===== config.mk =====
export PLATFORM = sky130hd
export DESIGN_NAME = adc_ctrl_if
export DESIGN_NICKNAME = d
export VERILOG_FILES = /design/src/rtl/adc_ctrl_pkg.sv /design/src/rtl/adc_ctl_sync.sv /design/src/rtl/adc_conv_seq.sv /design/src/rtl/adc_byte_mux.sv /design/src/rtl/adc_ctrl_if.sv
export SDC_FILE = /design/constraint.sdc
export NUM_CORES = 1
export LEC_CHECK = 0
export BUFFER_PORTS_ARGS = -buffer_cell sky130_fd_sc_hd__buf_2
export CAP_MARGIN = 20
export CORE_UTILIZATION = 55
export CTS_CLUSTER_DIAMETER = 120
export DETAILED_ROUTE_END_ITERATION = 7
export GPL_TIMING_DRIVEN = 0
export PLACE_DENSITY = 0.78
export SLEW_MARGIN = 40
export SYNTH_ARGS = -nofsm -noshare
export SYNTH_HDL_FRONTEND = slang
export SYNTH_SLANG_ARGS = --single-unit

===== constraint.sdc =====
create_clock -name clk_i -period 5.58 [get_ports clk_i]
set_input_delay 0.837 -clock clk_i [delete_from_list [all_inputs] [get_ports clk_i]]
set_output_delay 0.837 -clock clk_i [all_outputs]
set_load 0.03 [all_outputs]

===== src/rtl/adc_ctrl_pkg.sv =====
package adc_ctrl_pkg;
  // bit order of the synchronised control vector
  localparam int unsigned CTL_W    = 5;
  localparam int unsigned CTL_CS   = 0;
  localparam int unsigned CTL_RC   = 1;
  localparam int unsigned CTL_BSEL = 2;
  localparam int unsigned CTL_PAR  = 3;
  localparam int unsigned CTL_PWR  = 4;
  // idle levels: chip select and read/convert rest high
  localparam logic [CTL_W-1:0] CTL_RST = 5'b00011;
endpackage


===== src/rtl/adc_ctl_sync.sv =====
module adc_ctl_sync #(
  parameter int unsigned W = 1,
  parameter logic [W-1:0] RST_VAL = '0
) (
  input  logic         clk_i,
  input  logic         rst_ni,
  input  logic [W-1:0] d_i,
  output logic [W-1:0] q_o
);
  for (genvar g = 0; g < W; g++) begin : g_bit
    logic s1_q, s2_q;
    always_ff @(posedge clk_i or negedge rst_ni) begin
      if (!rst_ni) begin
        s1_q <= RST_VAL[g];
        s2_q <= RST_VAL[g];
      end else begin
        s1_q <= d_i[g];
        s2_q <= s1_q;
      end
    end
    assign q_o[g] = s2_q;
  end
endmodule


===== src/rtl/adc_conv_seq.sv =====
module adc_conv_seq #(
  parameter int unsigned SW       = 12,
  parameter int unsigned CONV_CYC = 20,
  parameter int unsigned ACQ_CYC  = 5
) (
  input  logic          clk_i,
  input  logic          rst_ni,
  input  logic          start_req_i,
  input  logic          pwr_i,
  input  logic [SW-1:0] sample_i,
  output logic          busy_o,
  output logic          acq_done_o,
  output logic [SW-1:0] result_o
);
  localparam int unsigned CNT_W = $clog2(CONV_CYC + 1);
  localparam int unsigned ACQ_W = $clog2(ACQ_CYC + 1);

  logic [CNT_W-1:0] conv_cnt_q;
  logic [ACQ_W-1:0] acq_cnt_q;
  logic [SW-1:0]    hold_q;
  logic [SW-1:0]    result_q;
  logic             busy_q;

  assign acq_done_o = (acq_cnt_q == '0);

  always_ff @(posedge clk_i or negedge rst_ni) begin
    if (!rst_ni) begin
      busy_q     <= 1'b1;
      conv_cnt_q <= '0;
      acq_cnt_q  <= '0;
      hold_q     <= '0;
      result_q   <= '0;
    end else if (busy_q) begin
      if (!acq_done_o) acq_cnt_q <= acq_cnt_q - 1'b1;
      // accept only when idle, acquired and powered
      if (start_req_i && acq_done_o && !pwr_i) begin
        busy_q     <= 1'b0;
        hold_q     <= sample_i;
        conv_cnt_q <= CNT_W'(CONV_CYC - 1);
      end
    end else if (conv_cnt_q == '0) begin
      busy_q    <= 1'b1;
      result_q  <= hold_q;
      acq_cnt_q <= ACQ_W'(ACQ_CYC);
    end else begin
      conv_cnt_q <= conv_cnt_q - 1'b1;
    end
  end

  assign busy_o   = busy_q;
  assign result_o = result_q;
endmodule


===== src/rtl/adc_byte_mux.sv =====
module adc_byte_mux #(
  parameter int unsigned SW = 12,
  parameter int unsigned BW = 8
) (
  input  logic [SW-1:0] result_i,
  input  logic          bsel_i,
  input  logic          oe_i,
  output logic [BW-1:0] data_o
);
  localparam int unsigned LO_W  = SW - BW;
  localparam int unsigned PAD_W = BW - LO_W;

  logic [BW-1:0] hi_byte, lo_byte;

  assign hi_byte = result_i[SW-1 -: BW];
  assign lo_byte = {result_i[LO_W-1:0], {PAD_W{1'b0}}};

  always_comb begin
    if (!oe_i)       data_o = '0;
    else if (bsel_i) data_o = lo_byte;
    else             data_o = hi_byte;
  end
endmodule


===== src/rtl/adc_ctrl_if.sv =====
module adc_ctrl_if
  import adc_ctrl_pkg::*;
#(
  parameter int unsigned SW       = 12,
  parameter int unsigned BW       = 8,
  parameter int unsigned CONV_CYC = 20,
  parameter int unsigned ACQ_CYC  = 5
) (
  input  logic          clk_i,
  input  logic          rst_ni,
  input  logic          cs_ni,
  input  logic          rc_i,
  input  logic          byte_sel_i,
  input  logic          par_en_i,
  input  logic          pwrdn_i,
  input  logic [SW-1:0] sample_i,
  output logic          busy_o,
  output logic          data_oe_o,
  output logic [BW-1:0] data_o
);
  logic [CTL_W-1:0] ctl_raw, ctl_s;
  logic             cs_s, rc_s, bsel_s, par_s, pwr_s;
  logic             strobe, strobe_q, start_req, acq_done;
  logic [SW-1:0]    result_q;

  assign ctl_raw = {pwrdn_i, par_en_i, byte_sel_i, rc_i, cs_ni};

  adc_ctl_sync #(.W(CTL_W), .RST_VAL(CTL_RST)) u_sync (
    .clk_i (clk_i),
    .rst_ni(rst_ni),
    .d_i   (ctl_raw),
    .q_o   (ctl_s)
  );

  assign cs_s   = ctl_s[CTL_CS];
  assign rc_s   = ctl_s[CTL_RC];
  assign bsel_s = ctl_s[CTL_BSEL];
  assign par_s  = ctl_s[CTL_PAR];
  assign pwr_s  = ctl_s[CTL_PWR];

  // OR of chip select and read/convert: its fall is a convert request
  assign strobe = cs_s | rc_s;

  always_ff @(posedge clk_i or negedge rst_ni) begin
    if (!rst_ni) strobe_q <= 1'b1;
    else         strobe_q <= strobe;
  end

  assign start_req = strobe_q & ~strobe;
  assign data_oe_o = par_s & ~cs_s & rc_s;

  adc_conv_seq #(.SW(SW), .CONV_CYC(CONV_CYC), .ACQ_CYC(ACQ_CYC)) u_seq (
    .clk_i      (clk_i),
    .rst_ni     (rst_ni),
    .start_req_i(start_req),
    .pwr_i      (pwr_s),
    .sample_i   (sample_i),
    .busy_o     (busy_o),
    .acq_done_o (acq_done),
    .result_o   (result_q)
  );

  adc_byte_mux #(.SW(SW), .BW(BW)) u_mux (
    .result_i(result_q),
    .bsel_i  (bsel_s),
    .oe_i    (data_oe_o),
    .data_o  (data_o)
  );
endmodule


# After elaboration in Yosys (flattened, before gate mapping)

Cells that the tools add are included.

Equality and inequality tests: 3
Div/mod/pow operators: 0
Multipliers: 0
Mux-type cells: 11
Reduce and logical (&&, ||, !) cells: 10
Add/subtract/negate cells: 2
Order comparisons: 0
Bitwise logic cells: 7
Shifts and indexed selects: 0

Operators with widths:

| operator                                                           | count |
|---|---|
| 8-bit two-way mux                                                  | 2 |
| 5-bit two-way mux                                                  | 3 |
| 3-bit two-way mux                                                  | 3 |
| 2-bit AND reduction                                                | 4 |
| 5-bit logical NOT                                                  | 1 |
| 5-bit by 1-bit subtractor with 5-bit output, second input constant | 1 |
| 2-bit != test, second input constant                               | 2 |
| 1-bit bitwise AND                                                  | 3 |
| 3-bit logical NOT                                                  | 1 |
| 1-bit two-way mux                                                  | 3 |
| 1-bit inverter                                                     | 3 |
| 3-bit by 1-bit subtractor with 3-bit output, second input constant | 1 |
| 1-bit logical AND                                                  | 2 |
| 2-bit by 1-bit != test with 1-bit output, second input constant    | 1 |
| 2-bit nonzero test                                                 | 1 |
| 1-bit logical NOT                                                  | 1 |
| 1-bit OR                                                           | 1 |

ROM bits: 0
Memories: 0
Word-level logic and storage cells: 49
Bits in registers: 44
Memory bits (writable): 0
Output and inout bits: 10
Bits in latches: 0

# Depth between registers and ports, before layout

Gate-level depths: netlist (run 1).

Depth in word-level cells: 7
Depth in mapped cells: 7

# Cells and area by module

Synthesis (run 1) repeated with hierarchy kept, for this count alone.

Cells, all modules: 130
Area total of the unflattened synthesis: 1895.6 um2

By module, submodules not included:

| module       | sequential area each (um2) | cells each | area each (um2) | instances |
|---|---|---|---|---|
| adc_conv_seq | 827.0                      | 97         | 1437.6          | 1 |
| adc_ctl_sync | 255.2                      | 15         | 292.8           | 1 |
| adc_byte_mux | 0.0                        | 14         | 115.1           | 1 |
| adc_ctrl_if  | 26.3                       | 4          | 50.0            | 1 |

# Least setup slack after synthesis (run 1)

OpenSTA, ideal clock, no wires.

Path type: register -> output
Start: reg u_sync.g_bit[1].s2_q
End: out data_o[0]
Arrival time: 1.136 ns
Stages on the path, launching flop included: 4
Setup slack: 3.607 ns
Path buffers: 0
Cell sequence: dfstp_2 nand3b_1 nor2_1 and2_1

Cells in the longest elaborated chain, start to end: 2

Ends and longest elaborated chain:

| what                   | RTL line           | source |
|---|---|---|
| from (decl)            | adc_ctl_sync.sv:11 | `logic s1_q, s2_q;` |
| from (signal assigned) | adc_ctl_sync.sv:15 | `s2_q <= RST_VAL[g];` |
| from (signal assigned) | adc_ctl_sync.sv:18 | `s2_q <= s1_q;` |
| 1-bit bitwise AND      | adc_ctrl_if.sv:50  | `assign data_oe_o = par_s & ~cs_s & rc_s;` |
| 8-bit two-way mux      | adc_byte_mux.sv:19 | `if (!oe_i) data_o = '0;` |
| to (decl)              | adc_ctrl_if.sv:19  | `output logic [BW-1:0] data_o` |

No other way between the ends.

# Worst setup path in the final report (run 1)

Start: reg u_sync.g_bit[1].s2_q
End: out data_o[3]

The elaborated chain is that of the path after synthesis.

==> results_dict.tcl, run 1 <==
set metrics [dict create \
    cp-end-kind "output port" \
    hold_buffers 0 \
    finalPower_mw 0.901 \
    layout_common_cells "38 x dfrtp_1, 28 x buf_2, 15 x mux2_4" \
    cp-startpoint "u_sync.g_bit[1].s2_q$_DFF_PN1_" \
    fmax_ghz 0.395 \
    hold_depth 0 \
    dr_total_vias 1066 \
    ir_worst_vdd_uv 194 \
    wl_per_cell_um 14.6 \
    overflow 0 \
    ys_types 35 \
    cts_resized 0 \
    post-route-period-util_pct 45.4 \
    fin_nets 181 \
    final_antenna_net_count 0 \
    min_from "u_sync.g_bit[3].s1_q$_DFF_PN0_" \
    internal_power_mw 0.621 \
    ys_seq_area_share_pct 60.2 \
    p_leak_nw 1.04 \
    antenna_cells 0 \
    dr.pass1.iters 4 \
    met2WireLength_um 1450 \
    rows 20 \
    power_switching_share_pct 31.1 \
    holdCritPathClass "register to register" \
    ys.flop_type "dfrtp_1" \
    maxSlewHeadroom_pct 64.0 \
    synth_area_leaders "dfrtp_1 52%, mux2_4 12%, dfstp_2 8.6%, mux2_2 5.5%, mux2i_1 2.7%" \
    worst_skew_pair.late_latency_ps 360 \
    p_comb_share_pct 29.6 \
    stdcell_area_um2 2090 \
    crit_arrival_ps 1690 \
    worst_clock_skew_ps 18.2 \
    grt_pass1_vias 1040 \
    p_per_area_nw_per_um2 430 \
    highest_layer "met4" \
    place_ws_ps 3410 \
    yosys_warnings 0 \
    reg2reg_from "u_seq.conv_cnt_q[0]$_DFFE_PN0P_" \
    critical_path_class "register to output port" \
    grt_max_degree 45 \
    synth_edf_count 0 \
    fillers 239 \
    die_w_um 59.9 \
    rrSetupSlack_ps 3510 \
    gp_congestion 0.704 \
    synth_area_um2 1840 \
    period_needed_ps 2530 \
    place_area_um2 2040 \
    min_to "u_sync.g_bit[3].s2_q$_DFF_PN0_" \
    clkPwrFrac_pct 16.4 \
    cts_tree "built" \
    port_buffers 28 \
    core_um2 3100 \
    post_cts_buffers 0 \
    grt_use_total_pct 19.7 \
    layout_commonest_cell "dfrtp_1" \
    async_reset_ff_share_pct 100 \
    ys_seq_elements 44 \
    h-tree-depth 2 \
    antenna_found_initial 0 \
    power.net_switching_mw 0.280 \
    numCtsBuffers 5 \
    ctsRootBufferMaster "clkbuf_4" \
    met3_wirelength_um 133 \
    worst_setup_path_start_kind "register" \
    syn_inst 124 \
    synth_top_cell_area_share_pct 51.6 \
    synth_nets 146 \
    drc 0 \
    final-setup-viol-count 0 \
    hold_viol 0 \
    rsz0062_at_grt "no" \
    wl_um 2970 \
    vias_per_cell 5.23 \
    clk_path_buf_depth 2 \
    area_growth_pct 13.7 \
    drt-met1-wl_um 1320 \
    grt_pass1_wl_um 4860 \
    reg2reg_depth 6 \
    worstMarginPinSlew_ps 540 \
    max-cap-violations 0 \
    die_height_um 59.9 \
    finalWorstSetupSlack_ps 3050 \
    ios 29 \
    avgSynthCellArea_um2 14.9 \
    dp_hpwl_um 2110 \
    die_area_um2 3580 \
    initial_core_util_pct 59.4 \
    drive_gt1_share_pct 46.3 \
    synth_top_area_cell "dfrtp_1" \
    slew_viol_final 0 \
    clkTransAtPathRegs_ps 110 \
    rr_endpoint "u_seq.result_o[7]$_DFFE_PN0P_" \
    required_ps 4740 \
    drt_iter0_drc 36 \
    outcome "finished clean" \
    setup_tns_ps 0 \
    cts_sinks 44 \
    seqPwrFrac_pct 54.0 \
    crit_path_max_fanout 6 \
]
[synth_stat cells (2+ instances only)]
cell type	n
and2_1	4
nor3b_1	2
a21oi_1	3
ha_1	3
mux2_4	15
nor2_1	6
nand2_1	3
nand2b_1	2
mux2_2	9
mux2i_1	5
nor3_1	2
inv_1	5
dfrtp_1	38
dfstp_2	6
[critical path: stages (launching register included)]
cell and delay (ps):
dfstp_2 540, nand3b_1 200, nor2_1 260, and2_1 160, buf_2 190
[routing by layer]
metal	global-route usage, %	up-vias
met5	0	-
met4	11.0	0
met3	5.84	9
met2	30.6	30
met1	24.6	527
li1	-	500
[power groups by stage]
stage / registers (mW) / logic [mW] / clock network, mW
after global placement: 0.482 / 0.251 / 0
after CTS: 0.487 / 0.270 / 0.154
after floorplan: 0.478 / 0.214 / 0
after global routing: 0.500 / 0.299 / 0.164
after detailed placement: 0.493 / 0.269 / 0
final: 0.487 / 0.267 / 0.148
[through the flow]
step	utilization, %	instances	hold WS [ps]
final	67.5	204	363
after global placement	65.6	196	333
after CTS	67.5	204	365
after global routing	67.5	204	369
after detailed placement	65.7	196	339
after floorplan	-	124	331
[how the worst max path moves through the flow]
stage	end	cells after the start	slack (ps)
5_1_grt	data_o[1]	4	2900
2_1_floorplan	data_o[0]	3	3610
4_1_cts	data_o[3]	4	3010
3_3_place_gp	data_o[3]	4	3410
3_5_place_dp	data_o[3]	4	3410
6_report	data_o[3]	4	3050
[area by class of cell]
| cell class | instances | area, um^2 | area share, % |
|---|---|---|---|
| Tap cell | 44 | 55.1 | 2.63 |
| Sequential cell | 44 | 1110 | 53.0 |
| Multi-Input combinational cell | 71 | 679 | 32.5 |
| Inverter | 5 | 18.8 | 0.897 |
| Timing Repair Buffer | 28 | 143 | 6.81 |
| Clock inverter | 2 | 12.5 | 0.598 |
| Buffer | 4 | 35.0 | 1.67 |
| Clock buffer | 6 | 41.3 | 1.97 |
[logic make-up after synthesis]
| logic type | synth area share [%] |
|---|---|
| flip-flops | 60.2 |
| multiplexers | 20.4 |
| AND/OR/NAND/NOR | 9.85 |
| AO/OA/AOI/OAI | 4.08 |
| buffers and inverters | 2.92 |
| adder cells (fa/ha/maj) | 2.04 |
| XOR/XNOR | 0.476 |
[flip-flops by register name, summed over array words and instances, names as in the netlist]
| name | cells |
|---|---|
| u_sync.g_bit.s2_q | 5 |
| u_sync.g_bit.s1_q | 5 |
| u_seq.hold_q | 12 |
| u_seq.result_o | 12 |
| strobe_q | 1 |
| u_seq.busy_o | 1 |
| u_seq.conv_cnt_q | 5 |
| u_seq.acq_cnt_q | 3 |
Power figures use the tool's default switching activity.
==> inputs of run 2 (changes only) <==
Clock period 5.58 ns to 2.4 ns, I/O delays scaled along.
==> results_dict.tcl, run 2 (synthesized netlist as in run 1, its figures left out) <==
set metrics [dict create \
    outcome "finished clean" \
    numCtsBuffers 5 \
    die_area_um2 3580 \
    vias_per_cell 5.24 \
    fin_nets 182 \
    drive_gt1_share_pct 46.0 \
    reg2reg_from "u_seq.conv_cnt_q[0]$_DFFE_PN0P_" \
    wl_um 2990 \
    initial_core_util_pct 59.4 \
    hold_viol 0 \
    rsz0062_at_grt "no" \
    layout_common_cells "38 x dfrtp_1, 28 x buf_2, 15 x mux2_4" \
    worstMarginPinSlew_ps 541 \
    grt_pass1_wl_um 4890 \
    p_per_area_nw_per_um2 997 \
    max-cap-violations 0 \
    layout_commonest_cell "dfrtp_1" \
    place_area_um2 2040 \
    final_antenna_net_count 0 \
    rows 20 \
    period_needed_ps 2080 \
    clkTransAtPathRegs_ps 120 \
    stdcell_area_um2 2100 \
    rrSetupSlack_ps 320 \
    ir_worst_vdd_uv 451 \
    worst_clock_skew_ps 18.6 \
    ios 29 \
    min_from "rc_i" \
    cp-startpoint "u_seq.conv_cnt_q[0]$_DFFE_PN0P_" \
    drt_iter0_drc 38 \
    dp_hpwl_um 2110 \
    ctsRootBufferMaster "clkbuf_4" \
    final-setup-viol-count 0 \
    post-route-period-util_pct 86.6 \
    core_um2 3100 \
    antenna_cells 0 \
    antenna_found_initial 0 \
    p_leak_nw 1.04 \
    dr_total_vias 1075 \
    holdCritPathClass "primary input to register" \
    port_buffers 28 \
    h-tree-depth 2 \
    fmax_ghz 0.481 \
    dr.pass1.iters 4 \
    clk_path_buf_depth 2 \
    grt_pass1_vias 1053 \
    gp_congestion 0.704 \
    area_growth_pct 14.2 \
    cts_sinks 44 \
    worst_setup_path_start_kind "register" \
    crit_arrival_ps 2330 \
    setup_tns_ps 0 \
    grt_use_total_pct 19.8 \
    crit_path_max_fanout 10 \
    cts_resized 0 \
    die_height_um 59.9 \
    worst_skew_pair.late_latency_ps 360 \
    die_w_um 59.9 \
    cp-end-kind "register" \
    grt_max_degree 45 \
    required_ps 2650 \
    overflow 0 \
    finalPower_mw 2.10 \
    fillers 238 \
    cts_tree "built" \
    critical_path_class "register to register" \
    maxSlewHeadroom_pct 64.0 \
    drc 0 \
    slew_viol_final 0 \
    wl_per_cell_um 14.6 \
]
==> run 2: cell count changes in the layout (fill, tap and decap cells not counted), sizes merged <==
cell,previous run,this run
dlygate4sd3,0,1
==> run 2: through the flow <==
| step | hold WS, ps | setup slack [ps] | util [%] | cells |
|---|---|---|---|---|
| 2_1_floorplan | 64.4 | 545 | - | 124 |
| 3_3_place_gp | 333 | 373 | 65.6 | 196 |
| 3_5_place_dp | 339 | 336 | 65.7 | 196 |
| 4_1_cts | 80.8 | 308 | 67.8 | 205 |
| 5_1_grt | 66.3 | 193 | 67.8 | 205 |
| 6_report | 96.0 | 323 | 67.8 | 205 |
==> run 2: layout make-up <==
type / count / area [um^2] / share of cell area [%]
clock buffers: 6 / 41.3 / 1.96
clock inverters: 2 / 12.5 / 0.595
flip-flops and latches: 44 / 1110 / 52.7
inverters: 5 / 18.8 / 0.892
multi-input cells: 71 / 679 / 32.3
plain buffers: 4 / 35.0 / 1.67
well taps: 44 / 55.1 / 2.62
repair buffers: 29 / 153 / 7.26
==> run 2: power breakdown <==
part / switching [mW] / leakage, nW / internal, mW
registers: 0.152 / 0.546 / 0.980
logic: 0.269 / 0.466 / 0.353
clock network: 0.230 / 0.0282 / 0.113
==> run 2: final timing paths <==
kind / endpoint / depth (start not counted)
max in group asynchronous: u_sync.g_bit[1].s2_q$_DFF_PN1_ / 2
hold reg to reg: u_sync.g_bit[1].s2_q$_DFF_PN1_ / 0
hold / removal: u_sync.g_bit[1].s1_q$_DFF_PN1_ / 1
setup reg to reg: u_seq.result_o[7]$_DFFE_PN0P_ / 6
min in group asynchronous: u_seq.hold_q[8]$_DFFE_PN0P_ / 2
setup / recovery: u_seq.result_o[7]$_DFFE_PN0P_ / 6
==> run 2: layer usage <==
layer	routed length [um]	up-vias	GRT usage [%]
met1	1300	534	24.6
met5	0	-	0
li1	-	502	-
met4	74	0	11.0
met3	137	9	5.84
met2	1480	30	31.0
==> run 2: what timing repair did <==
item,CTS,global route
setup endpoints to repair,0,0
hold buffers,1,0
setup buffers,0,0
endpoints found under the hold margin,38,0
==> run 2: worst max-delay path, cell delays in order (launching register included) <==
cell and delay [ps]:
dfrtp_1 450, inv_1 80, ha_1 180, or3b_4 420
nor3_4 320, buf_8 210, mux2_4 310
==> inputs of run 3 (changes only) <==
Settings changed: CORE_UTILIZATION 55 to 50, PLACE_DENSITY 0.78 to 0.75.
Clock period 2.4 ns to 1.75 ns, I/O delays scaled along.
==> results_dict.tcl, run 3 (synthesized netlist as in run 1, its figures left out) <==
set metrics [dict create \
    worst_setup_path_start_kind "register" \
    max-cap-violations 0 \
    layout.area.seq_um2 1110 \
    dr.pass1.iters 4 \
    die_height_um 62.7 \
    holdCritPathClass "primary input to register" \
    fillers 220 \
    maxSlewHeadroom_pct 65.2 \
    use_met1_pct 24.5 \
    required_ps 1940 \
    final_antenna_net_count 0 \
    reg2reg_depth 6 \
    grt_pass1_wl_um 6060 \
    rr_endpoint "u_seq.result_o[5]$_DFFE_PN0P_" \
    slew_viol_final 0 \
    worst_clock_skew_ps 7.83 \
    min_to "u_sync.g_bit[1].s1_q$_DFF_PN1_" \
    cts_sinks 44 \
    hold_viol 0 \
    wl_per_cell_um 15.4 \
    drive_gt1_share_pct 63.0 \
    rsz0062_at_grt "yes" \
    grt_use_total_pct 21.1 \
    multi_input_area_um2 803 \
    p_leak_nw 1.20 \
    ctsRootBufferMaster "clkbuf_8" \
    finalWorstSetupSlack_ps -95.7 \
    setup_tns_ps -1300 \
    layout_commonest_cell "dfrtp_1" \
    gp_congestion 0.785 \
    die_area_um2 3930 \
    antenna_cells 0 \
    dp_hpwl_um 2030 \
    port_buffers 28 \
    ir_worst_vdd_uv 926 \
    cts_tree "built" \
    numCtsBuffers 5 \
    clkTransAtPathRegs_ps 80 \
    p_per_area_nw_per_um2 1420 \
    use_met3_pct 7.30 \
    layout_common_cells "38 x dfrtp_1, 21 x mux2_4, 18 x buf_2" \
    wl_um 3490 \
    rrSetupSlack_ps -100 \
    critical_path_class "register to register" \
    final-setup-viol-count 24 \
    clk_path_buf_depth 2 \
    h-tree-depth 2 \
    grt_max_degree 45 \
    initial_core_util_pct 53.5 \
    cp-end-kind "register" \
    hold_depth 1 \
    area_growth_pct 36.8 \
    drt_iter0_drc 30 \
    p_comb_share_pct 34.8 \
    min_from "rc_i" \
    violations "setup timing" \
    power_switching_share_pct 29.4 \
    die_w_um 62.7 \
    worst_skew_pair.late_latency_ps 300 \
    grt_pass1_vias 1267 \
    worstMarginPinSlew_ps 522 \
    busiest_layer "met2" \
    outcome "complete, but fails checks" \
    met2_usage_pct 34.0 \
    seqPwrFrac_pct 44.1 \
    rows 21 \
    fin_nets 202 \
    overflow 0 \
    reg2reg_from "u_seq.conv_cnt_q[1]$_DFFE_PN0P_" \
    dr_total_vias 1173 \
    clkPwrFrac_pct 21.1 \
    path_cells "inv_2, ha_4, or3b_4, nor3_4, buf_8, mux2_4" \
    post-route-period-util_pct 105 \
    crit_path_max_fanout 8 \
    vias_per_cell 5.17 \
    antenna_found_initial 0 \
    internal_power_mw 2.52 \
    slowest_delay_ps 410 \
    period_needed_ps 1850 \
    ios 29 \
    crit_path_top_delay_cell "dfrtp_1" \
    core_um2 3440 \
    crit_arrival_ps 2040 \
    fmax_ghz 0.542 \
    drc 0 \
    power.net_switching_mw 1.05 \
    final_util_pct 73.2 \
]
[run 3: cell types whose count changed in the layout (fill, tap and decap cells not counted), sizes merged]
cell      previous run  this run
buf                 31        52
bufinv               0         1
clkbuf               7         6
clkinvlp             1         0
[run 3: area by class of cell]
class | instances | share of cell area, %
plain buffers | 3 | 1.49
repair buffers | 50 | 15.3
well taps | 46 | 2.29
inverters | 5 | 0.745
flip-flops and latches | 44 | 44.0
multi-input cells | 71 | 31.9
clock buffers | 6 | 2.88
clock inverters | 2 | 1.39
[run 3: repair_timing]
action                     in CTS  in global routing
cloned                          1                  0
hold buffers                    1                  0
hold endpoints to repair       38                  0
setup buffers                  12                  8
gates resized for setup        34                 27
pin swaps                       9                  8
setup endpoints to repair      34                 39
[run 3: per-stage QoR]
step	cell area (um^2)	hold WS [ps]	total power, mW	cells	setup WS (ps)
after global placement	2050	337	2.35	198	-268
final	2520	60.9	3.58	227	-95.7
after detailed placement	2050	279	2.44	198	-332
after global routing	2520	43.6	3.79	227	-163
after floorplan	1850	-33.1	2.22	124	-105
after CTS	2380	48.3	3.44	220	-144
[run 3: worst max-delay path, delay by kind of cell (launching register included)]
family                   cells  cell delay (ps)
AND/OR/NAND/NOR              2              610
flip-flops                   1              410
multiplexers                 1              310
buffers and inverters        2              280
adder cells (fa/ha/maj)      1              130
[run 3: how the worst max path moves through the flow]
stage,from,end,slack [ps],cells after the start
floorplan,u_seq.conv_cnt_q[0]$_DFFE_PN0P_,u_seq.result_o[10]$_DFFE_PN0P_,-110,6
global placement,u_seq.conv_cnt_q[0]$_DFFE_PN0P_,u_seq.result_o[6]$_DFFE_PN0P_,-270,6
detailed placement,u_seq.conv_cnt_q[0]$_DFFE_PN0P_,u_seq.result_o[5]$_DFFE_PN0P_,-330,6
CTS,u_seq.conv_cnt_q[1]$_DFFE_PN0P_,u_seq.result_o[5]$_DFFE_PN0P_,-140,6
global route,u_seq.conv_cnt_q[1]$_DFFE_PN0P_,u_seq.result_o[8]$_DFFE_PN0P_,-160,6
finish,u_seq.conv_cnt_q[1]$_DFFE_PN0P_,u_seq.result_o[5]$_DFFE_PN0P_,-100,6
[run 3: routing by layer]
layer | share of wire [%] | wire, um
met1 | 42 | 1470
met2 | 50 | 1740
met3 | 5.2 | 181
met4 | 2.6 | 89
met5 | 0 | 0
[run 3: power by group through the flow]
| stage | logic [mW] | registers (mW) | clock network, mW |
|---|---|---|---|
| finish | 1.24 | 1.58 | 0.755 |
| global route | 1.36 | 1.62 | 0.818 |
| CTS | 1.10 | 1.57 | 0.774 |
| detailed placement | 0.869 | 1.57 | 0 |
| global placement | 0.812 | 1.54 | 0 |
| floorplan | 0.693 | 1.53 | 0 |
